===== src/rtl/dith_pkg.sv =====
package dith_pkg;
  localparam int NSUB   = 7;
  localparam int SUB_W  = $clog2(NSUB);
  localparam int FRAC_W = 3;

  // bit s of the row = add bit in subframe s
  function automatic logic [NSUB-1:0] pat_row(input logic [FRAC_W-1:0] f);
    logic [NSUB-1:0] r;
    case (f)
      3'd0:    r = 7'b0000000;
      3'd1:    r = 7'b0001000;
      3'd2:    r = 7'b0100100;
      3'd3:    r = 7'b0101010;
      3'd4:    r = 7'b1011010;
      3'd5:    r = 7'b0111011;
      default: r = 7'b1111110;   // codes 6 and 7
    endcase
    return r;
  endfunction

  function automatic logic pat_bit(input logic [FRAC_W-1:0] f,
                                   input logic [SUB_W-1:0]  s);
    logic [NSUB-1:0] r;
    r = pat_row(f);
    return r[s];
  endfunction
endpackage


===== src/rtl/dith_seq.sv =====
module dith_seq
  import dith_pkg::*;
(
  input  logic             clk,
  input  logic             rst_n,
  input  logic             refresh,
  output logic [SUB_W-1:0] sub,
  output logic             wrap,
  output logic             frame_start
);
  localparam logic [SUB_W-1:0] LAST = SUB_W'(NSUB - 1);

  logic at_last;
  assign at_last = (sub == LAST);
  assign wrap    = refresh && at_last;

  always_ff @(posedge clk) begin
    if (!rst_n) begin
      sub         <= '0;
      frame_start <= 1'b0;
    end else begin
      frame_start <= wrap;
      if (wrap)         sub <= '0;
      else if (refresh) sub <= sub + SUB_W'(1);
    end
  end

  a_r2_range: assert property (@(posedge clk) disable iff (!rst_n)
    sub <= LAST);
  a_r2_step: assert property (@(posedge clk) disable iff (!rst_n)
    (refresh && !at_last) |=> (sub == $past(sub) + SUB_W'(1)));
  a_r2_hold: assert property (@(posedge clk) disable iff (!rst_n)
    !refresh |=> $stable(sub));
  a_r3_wrap: assert property (@(posedge clk) disable iff (!rst_n)
    (refresh && at_last) |=> (sub == '0 && frame_start));
  a_r3_one_cycle: assert property (@(posedge clk) disable iff (!rst_n)
    frame_start |=> !frame_start);
endmodule


===== src/rtl/dith_lane.sv =====
module dith_lane
  import dith_pkg::*;
#(
  parameter int LVL_W = 8
) (
  input  logic              clk,
  input  logic              rst_n,
  input  logic              wrap,
  input  logic [SUB_W-1:0]  sub,
  input  logic [LVL_W-1:0]  lvl_in,
  input  logic [FRAC_W-1:0] frac_in,
  output logic [LVL_W-1:0]  px_out
);
  localparam logic [LVL_W-1:0] TOP = {LVL_W{1'b1}};

  function automatic logic [LVL_W-1:0] sat_add(input logic [LVL_W-1:0] a,
                                               input logic b);
    if (b && a != TOP) return a + LVL_W'(1);
    return a;
  endfunction

  logic [LVL_W-1:0]  lvl_q;
  logic [FRAC_W-1:0] frac_q;
  logic              bump;

  always_ff @(posedge clk) begin
    if (!rst_n) begin
      lvl_q  <= '0;
      frac_q <= '0;
    end else if (wrap) begin
      lvl_q  <= lvl_in;
      frac_q <= frac_in;
    end
  end

  assign bump   = pat_bit(frac_q, sub);
  assign px_out = sat_add(lvl_q, bump);

  a_r4_latch_only_on_wrap: assert property (@(posedge clk) disable iff (!rst_n)
    !wrap |=> ($stable(lvl_q) && $stable(frac_q)));
  a_r6_no_wrap: assert property (@(posedge clk) disable iff (!rst_n)
    px_out >= lvl_q);
  a_r5_step_max_one: assert property (@(posedge clk) disable iff (!rst_n)
    ({1'b0, px_out} - {1'b0, lvl_q}) <= (LVL_W+1)'(1));
  a_r7_zero_code_flat: assert property (@(posedge clk) disable iff (!rst_n)
    (frac_q == '0) |-> (px_out == lvl_q));
endmodule


===== src/rtl/dith_top.sv =====
module dith_top
  import dith_pkg::*;
#(
  parameter int NCH   = 3,
  parameter int LVL_W = 8
) (
  input  logic                  clk,
  input  logic                  rst_n,
  input  logic                  refresh,
  input  logic [NCH*LVL_W-1:0]  lvl_in,
  input  logic [NCH*FRAC_W-1:0] frac_in,
  output logic [NCH*LVL_W-1:0]  px_out,
  output logic                  frame_start
);
  logic [SUB_W-1:0] sub;
  logic             wrap;

  dith_seq u_seq (
    .clk(clk), .rst_n(rst_n), .refresh(refresh),
    .sub(sub), .wrap(wrap), .frame_start(frame_start)
  );

  for (genvar c = 0; c < NCH; c++) begin : g_lane
    dith_lane #(.LVL_W(LVL_W)) u_lane (
      .clk(clk), .rst_n(rst_n), .wrap(wrap), .sub(sub),
      .lvl_in (lvl_in [c*LVL_W  +: LVL_W]),
      .frac_in(frac_in[c*FRAC_W +: FRAC_W]),
      .px_out (px_out [c*LVL_W  +: LVL_W])
    );
  end

  a_r1_reset_quiet: assert property (@(posedge clk)
    !rst_n |=> (sub == '0 && !frame_start));
endmodule


===== config.mk =====
export PLATFORM = sky130hd
export DESIGN_NAME = dith_top
export DESIGN_NICKNAME = d
export VERILOG_FILES = /design/src/rtl/dith_pkg.sv /design/src/rtl/dith_seq.sv /design/src/rtl/dith_lane.sv /design/src/rtl/dith_top.sv
export SDC_FILE = /design/constraint.sdc
export NUM_CORES = 1
export LEC_CHECK = 0
export BUFFER_PORTS_ARGS = -buffer_cell sky130_fd_sc_hd__buf_2
export CELL_PAD_IN_SITES_DETAIL_PLACEMENT = 2
export CELL_PAD_IN_SITES_GLOBAL_PLACEMENT = 2
export CORE_MARGIN = 5
export CORE_UTILIZATION = 30
export DETAILED_ROUTE_END_ITERATION = 12
export PLACE_DENSITY_LB_ADDON = 0.2
export SLEW_MARGIN = 30
export SYNTH_ARGS = -nofsm -noshare
export SYNTH_HDL_FRONTEND = slang
export SYNTH_SLANG_ARGS = --single-unit

===== constraint.sdc =====
create_clock -name clk -period 2.2 [get_ports clk]
set_clock_uncertainty 0.2 [all_clocks]
set_input_delay 0.33 -clock clk [delete_from_list [all_inputs] [get_ports clk]]
set_output_delay 0.33 -clock clk [all_outputs]
set_load 0.005 [all_outputs]

==> flow_metrics.env, run 1 <==
export IMPL_synth_top_area_frac=0.3700
export IMPL_placed_area_sq_um=2611
export IMPL_initial_core_util=0.3117
export IMPL_seq_area_sq_um=759.5
export IMPL_violations="setup timing"
export IMPL_multi_input_area_sq_um=1381
export IMPL_cts_buffer_depth=2
export IMPL_max_freq_mhz=393.0
export IMPL_mappedNetlistNets=250
export IMPL_path_max_fanout=6
export IMPL_ys_top_cells_by_area="dfxtp_1 37%, a22o_1 14%, a21oi_1 4.3%"
export IMPL_status="finished, violations left"
export IMPL_crit_end="px_out[9]"
export IMPL_final_cells=385
export IMPL_synth_warning_count=0
export IMPL_ys_seq_area_frac=0.3700
export IMPL_synthFlopType="dfxtp_1"
export IMPL_ys_seq_elements=37
export IMPL_slowest_delay_ps=340
export IMPL_postLayoutCoreUtil=0.4734
export IMPL_cts_root_buf="clkbuf_8"
export IMPL_drc_errors=0
export IMPL_clkLatencyLatePin_ps=290
export IMPL_first_pass_iters=4
export IMPL_layout_commonest_cell="buf_2"
export IMPL_first_global_vias=2282
export IMPL_fill_cells=705
export IMPL_fin_nets=348
export IMPL_place_inst=370
export IMPL_worst_slack_ps=-344.8
export IMPL_gp_congestion=0.7514
export IMPL_die_w_microns=91.69
export IMPL_critPathBufInv=2
export IMPL_die_h_microns=91.69
export IMPL_clock_sinks=37
export IMPL_cp_common_cell="buf_6"
export IMPL_wire_per_inst_microns=19.08
export IMPL_async_flop_share=0
export IMPL_hpwlAfterDp_mm=4.827
export IMPL_ctsHoldBuffers=0
export IMPL_boundaryPins=61
export IMPL_clkTransAtPathRegs_ps=90
export IMPL_avgViaCountPerCell=5.356
export IMPL_powerDensity_nw_per_um2=442.6
export IMPL_timing_rr_start="u_seq.sub[0]"
export IMPL_drtAntennaViolNets=0
export IMPL_crit_required_ps=1670
export IMPL_first_iter_violations=40
export IMPL_setup_viol=24
export IMPL_synthToLayoutAreaGrowth_pct=51.88
export IMPL_vias=2062
export IMPL_rsz0062_at_grt="yes"
export IMPL_slew_viol_final=0
export IMPL_path_cells="buf_6 -> nor4bb_4 -> a31oi_1 -> o221ai_2 -> o21a_1 -> mux2_4 -> buf_6"
export IMPL_synth_cell_type_count=46
export IMPL_place_ws_ps=-246.7
export IMPL_synth_edff_count=0
export IMPL_num_rows=29
export IMPL_endpoint_kind="primary output"
export IMPL_r2r_setup_slack_ps=320
export IMPL_num_antenna_cells=0
export IMPL_layout_common_cells="56 x buf_2, 36 x buf_4, 33 x a22o_1, 28 x dfxtp_1, 11 x a21oi_2"
export IMPL_cts_tree="built"
export IMPL_wl_mm=7.346
export IMPL_grt_total_usage=0.1633
export IMPL_cp_num_cells=7
export IMPL_grt_first_pass_wirelength_mm=11.24
export IMPL_crit_slowest_cell="dfxtp_2"
export IMPL_grt_max_degree=34
export IMPL_synth_largest_area_cell="dfxtp_1"
export IMPL_dieArea_sq_um=8407
export IMPL_core_area_sq_um=6422
export IMPL_worst_hold_path_type="input port to flop"
export IMPL_numCtsBuffers=5
export IMPL_final_area_sq_um=3040
export IMPL_regToRegEndpoint="g_lane[0].u_lane.frac_q[2]"
export IMPL_h_tree_depth=2
export IMPL_final_hold_viol_count=0
export IMPL_syn_area_sq_um=2002
export IMPL_post_route_min_period_ps=2545
export IMPL_vdd_drop_max_mv=0.2344
export IMPL_critPathKind="flop to primary output"
export IMPL_p_leak_uw=0.001380
export IMPL_portBuffers=60
export IMPL_synth_cells=209
export IMPL_path_delay_family="compound AO/OA/AOI/OAI gates"
export IMPL_cap_violations=0
export IMPL_syn_area_per_cell_sq_um=9.579
export IMPL_timing_slew_headroom=0.7493
export IMPL_critPathLaunchType="flop"
export IMPL_gr_total_overflow=0
export IMPL_drive_above_1_share=0.5357
export IMPL_cp_startpoint="u_seq.sub[2]"
export IMPL_r2r_worst_path_cells=7
export IMPL_finalCritPeriodShare=1.157
export IMPL_antenna_found_initial=0
export IMPL_cp_data_arrival_time_ps=2010
export IMPL_worstMarginPinSlew_ps=371.1
==> through the flow <==
step	hold slack [ps]	power [uW]	TNS, ps
global route	29.66	1410	-9017
finish	21.41	1346	-6115
CTS	23.08	1351	-6326
floorplan	224.6	740.9	0
detailed placement	300.7	809.4	-1938
global placement	301.2	806.9	-781.4
==> registers in the layout, summed over array words and instances, names as in the netlist <==
register	cells
g_lane.u_lane.frac_q	9
g_lane.u_lane.lvl_q	24
u_seq.frame_start	1
u_seq.sub	3
==> report_power, final <==
| group | total, uW | internal [uW] | switching [uW] |
|---|---|---|---|
| clock network | 539 | 284 | 256 |
| registers | 685 | 674 | 11.0 |
| logic | 122 | 66.8 | 55.0 |
| total | 1350 | 1020 | 322 |
==> worst min-delay path, stage by stage <==
cell and delay [ps]:
buf_2 70, nand2_1 30, o21ai_0 50
==> how the worst min path moves through the flow <==
stage / cells past startpoint / from / end
3_5_place_dp: 1 / g_lane[2].u_lane.frac_q[2] / g_lane[2].u_lane.frac_q[2]
4_1_cts: 3 / lvl_in[23] / g_lane[2].u_lane.lvl_q[7]
6_report: 3 / lvl_in[23] / g_lane[2].u_lane.lvl_q[7]
3_3_place_gp: 1 / g_lane[2].u_lane.frac_q[2] / g_lane[2].u_lane.frac_q[2]
5_1_grt: 2 / lvl_in[21] / g_lane[2].u_lane.lvl_q[5]
2_1_floorplan: 1 / refresh / u_seq.sub[1]
==> cell families (layout without fill, tap and decap cells) <==
group                      Yosys count  after routing  share of synthesized area
adders and majority gates            5              5                    0.03125
buffers and inverters               17            116                    0.04562
muxes                                7              7                    0.04250
and+or+nand+nor                     61             61                     0.1888
AOI/OAI and AO/OA                   73             73                     0.2825
xor gates and xnor gates             9              9                    0.03937
DFF                                 37             37                     0.3700
==> synth_stat cells (all sizes together) (6+ instances only) <==
master and count:
a21oi 18, a22o 33, a41oi 7, and3 10
buf 11, dfxtp 37, mux2 6, nand2 11
nand2b 6, nand3 7, nor2 8
==> metal layers <==
layer	up-vias	wire length [microns]	part of all wire	GRT usage
li1	1003	-	-	-
met1	1008	3251	0.44	0.1953
met2	44	3780	0.51	0.2946
met3	7	257	0.035	0.03601
met4	0	56	0.0076	0.04332
met5	-	0	0	0
==> cell type report <==
class	count	area share
inverters	5	0.006173
well taps	77	0.03169
repair buffers	103	0.2247
clock inverters	1	0.001646
multi-input cells	155	0.4543
clock buffers	7	0.03169
flip-flops and latches	37	0.2498
==> repair_timing <==
action	CTS	global route
pin swaps	12	14
resized for setup	30	34
cloned	1	0
endpoints found under the setup margin	24	24
buffers inserted	4	2
Note: power is estimated with default switching activity, not from simulation.
==> run 2, diff against run 1 <==
--- a/config.mk
+++ b/config.mk
@@ -8,7 +8,6 @@
 export BUFFER_PORTS_ARGS = -buffer_cell sky130_fd_sc_hd__buf_2
 export CELL_PAD_IN_SITES_DETAIL_PLACEMENT = 2
 export CELL_PAD_IN_SITES_GLOBAL_PLACEMENT = 2
-export CORE_MARGIN = 5
 export CORE_UTILIZATION = 30
 export DETAILED_ROUTE_END_ITERATION = 12
 export PLACE_DENSITY_LB_ADDON = 0.2
==> flow_metrics.env, run 2 (synthesis results as in run 1) <==
export IMPL_ctsHoldBuffers=0
export IMPL_worst_slack_ps=-375.4
export IMPL_wire_per_inst_microns=18.85
export IMPL_worst_hold_path_type="input port to flop"
export IMPL_hpwlAfterDp_mm=4.573
export IMPL_wl_met2_mm=3.946
export IMPL_crit_slowest_cell="dfxtp_1"
export IMPL_r2r_worst_path_cells=7
export IMPL_post_route_min_period_ps=2575
export IMPL_slowest_delay_ps=380
export IMPL_dieArea_sq_um=7004
export IMPL_num_antenna_cells=0
export IMPL_core_area_sq_um=6386
export IMPL_worstMarginPinSlew_ps=424.5
export IMPL_first_global_vias=2154
export IMPL_vdd_drop_max_mv=0.2652
export IMPL_seq_area_sq_um=770.7
export IMPL_h_tree_depth=2
export IMPL_drtAntennaViolNets=0
export IMPL_layout_common_cells="58 x buf_2, 33 x a22o_1, 29 x buf_4, 25 x dfxtp_1, 13 x buf_6"
export IMPL_fin_nets=347
export IMPL_cts_tree="built"
export IMPL_timing_rr_start="u_seq.sub[0]"
export IMPL_gr_total_overflow=0
export IMPL_cp_data_arrival_time_ps=2050
export IMPL_avgViaCountPerCell=5.404
export IMPL_cts_root_buf="clkbuf_8"
export IMPL_timing_slew_headroom=0.7167
export IMPL_hold_start="lvl_in[21]"
export IMPL_final_cells=384
export IMPL_die_h_microns=83.69
export IMPL_synthToLayoutAreaGrowth_pct=54.94
export IMPL_status="finished, violations left"
export IMPL_grt_max_degree=28
export IMPL_clkLatencyLatePin_ps=280
export IMPL_drive_above_1_share=0.5472
export IMPL_boundaryPins=61
export IMPL_wl_met3_microns=196
export IMPL_layout_commonest_cell="buf_2"
export IMPL_r2r_setup_slack_ps=310
export IMPL_clkTransAtPathRegs_ps=80
export IMPL_portBuffers=60
export IMPL_first_iter_violations=63
export IMPL_critPathKind="flop to primary output"
export IMPL_path_max_fanout=5
export IMPL_top_regs="g_lane.u_lane.lvl_q: 24 flops, g_lane.u_lane.frac_q: 9 flops, u_seq.sub: 3 flops"
export IMPL_rsz0062_at_grt="yes"
export IMPL_holdPathStages=2
export IMPL_multi_input_area_sq_um=1401
export IMPL_place_inst=366
export IMPL_numCtsBuffers=5
export IMPL_critPathLaunchType="flop"
export IMPL_gp_congestion=0.7321
export IMPL_endpoint_kind="primary output"
export IMPL_grt_first_pass_wirelength_mm=10.94
export IMPL_vias=2075
export IMPL_hold_end="g_lane[2].u_lane.lvl_q[5]"
export IMPL_final_hold_viol_count=0
export IMPL_max_freq_mhz=388.3
export IMPL_initial_core_util=0.3135
export IMPL_first_pass_iters=4
export IMPL_drc_errors=0
export IMPL_highest_layer="met4"
export IMPL_num_rows=29
export IMPL_path_cells="nor4bb_2 -> a31oi_1 -> o221ai_2 -> o21a_1 -> mux2_2 -> buf_2"
export IMPL_finalCritPeriodShare=1.171
export IMPL_wl_mm=7.237
export IMPL_crit_required_ps=1670
export IMPL_regToRegEndpoint="g_lane[1].u_lane.frac_q[0]"
export IMPL_regMostFlops="g_lane.u_lane.lvl_q"
export IMPL_cap_violations=0
export IMPL_whs_ps=46.02
export IMPL_slew_viol_final=0
export IMPL_grt_total_usage=0.1985
export IMPL_wl_met1_mm=2.988
export IMPL_powerDensity_nw_per_um2=462.9
export IMPL_violations="setup timing"
export IMPL_fill_cells=680
export IMPL_clock_sinks=37
export IMPL_largest_reg_flops=24
export IMPL_p_leak_uw=0.001385
export IMPL_cts_buffer_depth=2
export IMPL_die_w_microns=83.69
export IMPL_antenna_found_initial=0
export IMPL_setup_viol=24
## run 2: cell count changes in the layout (fill, tap and decap cells not counted), sizes merged
cell      change
clkinv        -1
buf           -1
clkbuf        -1
bufinv        +1
clkinvlp      +1
## run 2: worst max-delay path by stage
stage | cells past startpoint | startpoint | end | slack, ps
3_3_place_gp | 6 | u_seq.sub[1] | px_out[7] | -50
2_1_floorplan | 6 | g_lane[2].u_lane.lvl_q[0] | px_out[17] | 140
3_5_place_dp | 6 | u_seq.sub[1] | px_out[9] | -90
4_1_cts | 6 | g_lane[0].u_lane.frac_q[0] | px_out[7] | -320
6_report | 6 | g_lane[1].u_lane.frac_q[1] | px_out[9] | -380
5_1_grt | 6 | g_lane[1].u_lane.frac_q[1] | px_out[9] | -450
## run 2: timing repair
| action | in CTS | in global routing |
|---|---|---|
| setup buffers | 3 | 6 |
| gates cloned | 0 | 1 |
| gates resized for setup | 38 | 36 |
| setup endpoints to repair | 24 | 24 |
| pin swaps | 12 | 9 |
## run 2: stage by stage
step / worst slack [ps] / setup TNS [ps] / power, uW / cell area, sq um / utilization
floorplan: 140.9 / 0 / 740.9 / 2002 / -
global placement: -48.83 / -90.84 / 803.9 / 2594 / 0.4062
detailed placement: -87.34 / -244.4 / 807.8 / 2594 / 0.4062
CTS: -324.3 / -5388 / 1443 / 2883 / 0.4514
global route: -445.9 / -7760 / 1493 / 3102 / 0.4857
finish: -375.4 / -5645 / 1436 / 3102 / 0.4857
## run 2: worst max-delay path, delay by kind of cell, from the launching register on
family	cells	cell delay (ps)
AOI/OAI and AO/OA	3	590
DFF	1	380
muxes	1	340
and+or+nand+nor	1	330
buffers and inverters	1	120
## run 2: area by class of cell
| class | count | share of cell area |
|---|---|---|
| multi-input combinational | 155 | 0.4518 |
| sequential | 37 | 0.2485 |
| timing repair buffer | 102 | 0.2239 |
| tap | 77 | 0.03106 |
| clock buffer | 6 | 0.02662 |
| clock inverter | 2 | 0.01210 |
| inverter | 5 | 0.006051 |
## run 2: where the power goes
group	switching (uW)	internal [uW]	total, uW
sequential	10.1	670	680
clock	252	369	621
combinational	61.5	73.0	135
total	324	1110	1440
## run 2: metal layers
metal,track usage,vias to the layer above
li1,-,1000
met3,0.03462,8
met4,0.05085,0
met2,0.3792,47
met5,0,-
met1,0.2248,1020
==> run 3, diff against run 2 <==
--- a/config.mk
+++ b/config.mk
@@ -5,12 +5,15 @@
 export SDC_FILE = /design/constraint.sdc
 export NUM_CORES = 1
 export LEC_CHECK = 0
+export ABC_AREA = 1
 export BUFFER_PORTS_ARGS = -buffer_cell sky130_fd_sc_hd__buf_2
 export CELL_PAD_IN_SITES_DETAIL_PLACEMENT = 2
 export CELL_PAD_IN_SITES_GLOBAL_PLACEMENT = 2
-export CORE_UTILIZATION = 30
+export CORE_ASPECT_RATIO = 0.9
+export CORE_UTILIZATION = 28
 export DETAILED_ROUTE_END_ITERATION = 12
 export PLACE_DENSITY_LB_ADDON = 0.2
+export SETUP_SLACK_MARGIN = 0.1
 export SLEW_MARGIN = 30
 export SYNTH_ARGS = -nofsm -noshare
 export SYNTH_HDL_FRONTEND = slang
==> flow_metrics.env, run 3 <==
export IMPL_status="finished, violations left"
export IMPL_violations="DRC, setup timing"
export IMPL_antenna_found_initial=0
export IMPL_worstMarginPinSlew_ps=285.9
export IMPL_num_rows=31
export IMPL_synth_adder_area_share=0.02680
export IMPL_final_cells=548
export IMPL_regMostFlops="g_lane.u_lane.lvl_q"
export IMPL_drtAntennaViolNets=0
export IMPL_worst_slack_ps=-43.77
export IMPL_drive_above_1_share=0.4165
export IMPL_intPower_uw=1194
export IMPL_place_ws_ps=178.2
export IMPL_ys_top_cells_by_area="dfxtp_1 32%, nand2_1 24%, nand3_1 12%"
export IMPL_place_inst=518
export IMPL_wire_per_inst_microns=16.89
export IMPL_tns_ps=-48.01
export IMPL_synth_warning_count=0
export IMPL_slew_viol_final=0
export IMPL_synth_edff_count=0
export IMPL_cp_data_arrival_time_ps=1710
export IMPL_cts_tree="built"
export IMPL_p_clk_frac=0.467
export IMPL_gp_congestion=0.7820
export IMPL_synth_cells=360
export IMPL_async_flop_share=0
export IMPL_num_antenna_cells=0
export IMPL_max_freq_mhz=445.7
export IMPL_dieArea_sq_um=8708
export IMPL_cts_buffer_depth=2
export IMPL_endpoint_kind="primary output"
export IMPL_crit_slowest_cell="dfxtp_2"
export IMPL_fill_cells=971
export IMPL_grt_total_usage=0.2109
export IMPL_yosys_mux_area_fraction=0
export IMPL_avgViaCountPerCell=4.914
export IMPL_yosysMostFrequentCell="nand2_1"
export IMPL_syn_area_sq_um=2335
export IMPL_critPathLaunchType="flop"
export IMPL_numCtsBuffers=5
export IMPL_worst_hold_path_type="input port to flop"
export IMPL_initial_core_util=0.2894
export IMPL_powerDensity_nw_per_um2=471.6
export IMPL_first_global_vias=2873
export IMPL_slowest_delay_ps=330
export IMPL_drc_errors=2
export IMPL_final_hold_viol_count=0
export IMPL_path_cells="buf_6 -> buf_4 -> nand3_1 -> nand3_2 -> nand2_4 -> nand2_8 -> nand2_8 -> nand2_1 -> nand2_1 -> buf_2"
export IMPL_synth_largest_area_cell="dfxtp_1"
export IMPL_synth_xor_area_frac=0.05252
export IMPL_clkTransAtPathRegs_ps=90
export IMPL_core_area_sq_um=8068
export IMPL_largest_reg_flops=24
export IMPL_ys_seq_area_frac=0.3173
export IMPL_rsz0062_at_grt="yes"
export IMPL_hpwlAfterDp_mm=6.000
export IMPL_switching_power_uw=403.1
export IMPL_power_frac_comb=0.113
export IMPL_critPathKind="flop to primary output"
export IMPL_clkLatencyLatePin_ps=300
export IMPL_grt_first_pass_wirelength_mm=14.31
export IMPL_grt_max_degree=23
export IMPL_setup_viol=2
export IMPL_mappedNetlistNets=401
export IMPL_p_leak_uw=0.001662
export IMPL_vias=2693
export IMPL_crit_required_ps=1670
export IMPL_wl_mm=9.255
export IMPL_swShare=0.2525
export IMPL_final_area_sq_um=3386
export IMPL_synth_common_cells="148 x nand2_1, 55 x nand3_1, 37 x dfxtp_1"
export IMPL_synthFlopType="dfxtp_1"
export IMPL_portBuffers=60
export IMPL_cts_root_buf="clkbuf_8"
export IMPL_timing_slew_headroom=0.8079
export IMPL_synth_top_area_frac=0.3173
export IMPL_finalPower_uw=1597
export IMPL_h_tree_depth=2
export IMPL_pwr_share_seq=0.420
export IMPL_die_w_microns=98.26
export IMPL_vdd_drop_max_mv=0.2309
export IMPL_gr_total_overflow=0
export IMPL_top_regs="g_lane.u_lane.lvl_q: 24 flops, g_lane.u_lane.frac_q: 9 flops, u_seq.sub: 3 flops"
export IMPL_syn_area_per_cell_sq_um=6.485
export IMPL_fin_nets=489
export IMPL_ys_seq_elements=37
export IMPL_layout_commonest_cell="nand2_1"
export IMPL_synth_cell_type_count=26
export IMPL_placed_area_sq_um=2773
export IMPL_finalCritPeriodShare=1.020
export IMPL_path_max_fanout=8
export IMPL_ctsHoldBuffers=0
export IMPL_die_h_microns=88.63
export IMPL_first_pass_iters=8
export IMPL_clock_sinks=37
export IMPL_synthToLayoutAreaGrowth_pct=45.02
export IMPL_first_iter_violations=52
export IMPL_cap_violations=0
export IMPL_synth_compound_area_frac=0.05145
export IMPL_yosys_area_share_simple=0.4796
export IMPL_synth_top_family_by_area="simple AND/OR/NAND/NOR gates"
export IMPL_post_route_min_period_ps=2244
export IMPL_boundaryPins=61
export IMPL_layout_common_cells="117 x nand2_1, 59 x buf_2, 49 x nand3_1, 29 x nand2_2, 24 x inv_1"
-- run 3: kinds of logic after synthesis --
group	Yosys count
buf+inv	40
flops	37
compound gates	24
fa+ha+maj	5
xor+xnor	14
simple gates	240
-- run 3: critical path: cells and delay by family, from the launching register on --
| kind | cells | cell delay, ps |
|---|---|---|
| buffers and inverters | 3 | 380 |
| DFF | 1 | 330 |
| and+or+nand+nor | 7 | 700 |
-- run 3: final timing paths --
| check | from | to | slack, ps | cells after the start |
|---|---|---|---|---|
| worst max register to register | u_seq.sub[1] | g_lane[1].u_lane.lvl_q[0] | 510 | 8 |
| worst min-delay path | lvl_in[10] | g_lane[1].u_lane.lvl_q[2] | 8 | 3 |
| worst min register to register | g_lane[1].u_lane.lvl_q[1] | g_lane[1].u_lane.lvl_q[1] | 320 | 2 |
| worst max-delay path | u_seq.sub[1] | px_out[8] | -40 | 10 |
-- run 3: cell type report --
cell class	instances	area [sq um]	area share
clock inverters	3	65.06	0.01922
well taps	99	123.9	0.03659
flip-flops and latches	37	785.8	0.2321
clock buffers	5	68.82	0.02033
repair buffers	87	528.0	0.1559
inverters	30	117.6	0.03474
multi-input cells	287	1697	0.5011
-- run 3: layer usage --
layer	global-route usage	vias up	routed length, microns
met1	0.2576	1316	4168
li1	-	1329	-
met2	0.3937	41	4723
met5	0	-	0
met3	0.03239	7	297
met4	0.05020	0	65
-- run 3: per-stage QoR --
stage | utilization | hold WS [ps]
2_1_floorplan | - | 233.1
3_3_place_gp | 0.3437 | 279.4
3_5_place_dp | 0.3437 | 288.0
4_1_cts | 0.3891 | 12.42
5_1_grt | 0.4197 | 17.18
6_report | 0.4197 | 7.901
-- run 3: power groups by stage --
stage / Sequential, uW / Clock, uW / Combinational, uW
2_1_floorplan: 691 / 0 / 67.2
3_3_place_gp: 694 / 0 / 127
3_5_place_dp: 694 / 0 / 132
4_1_cts: 678 / 753 / 153
5_1_grt: 671 / 789 / 196
6_report: 671 / 745 / 181
-- run 3: repair_timing --
item                                    4_1_cts  5_1_grt
hold endpoints to repair                      0        0
buffers inserted                              9        9
resized for setup                            47       47
endpoints found under the setup margin       24       24
cloned                                        4        0
pin swaps                                    14       15
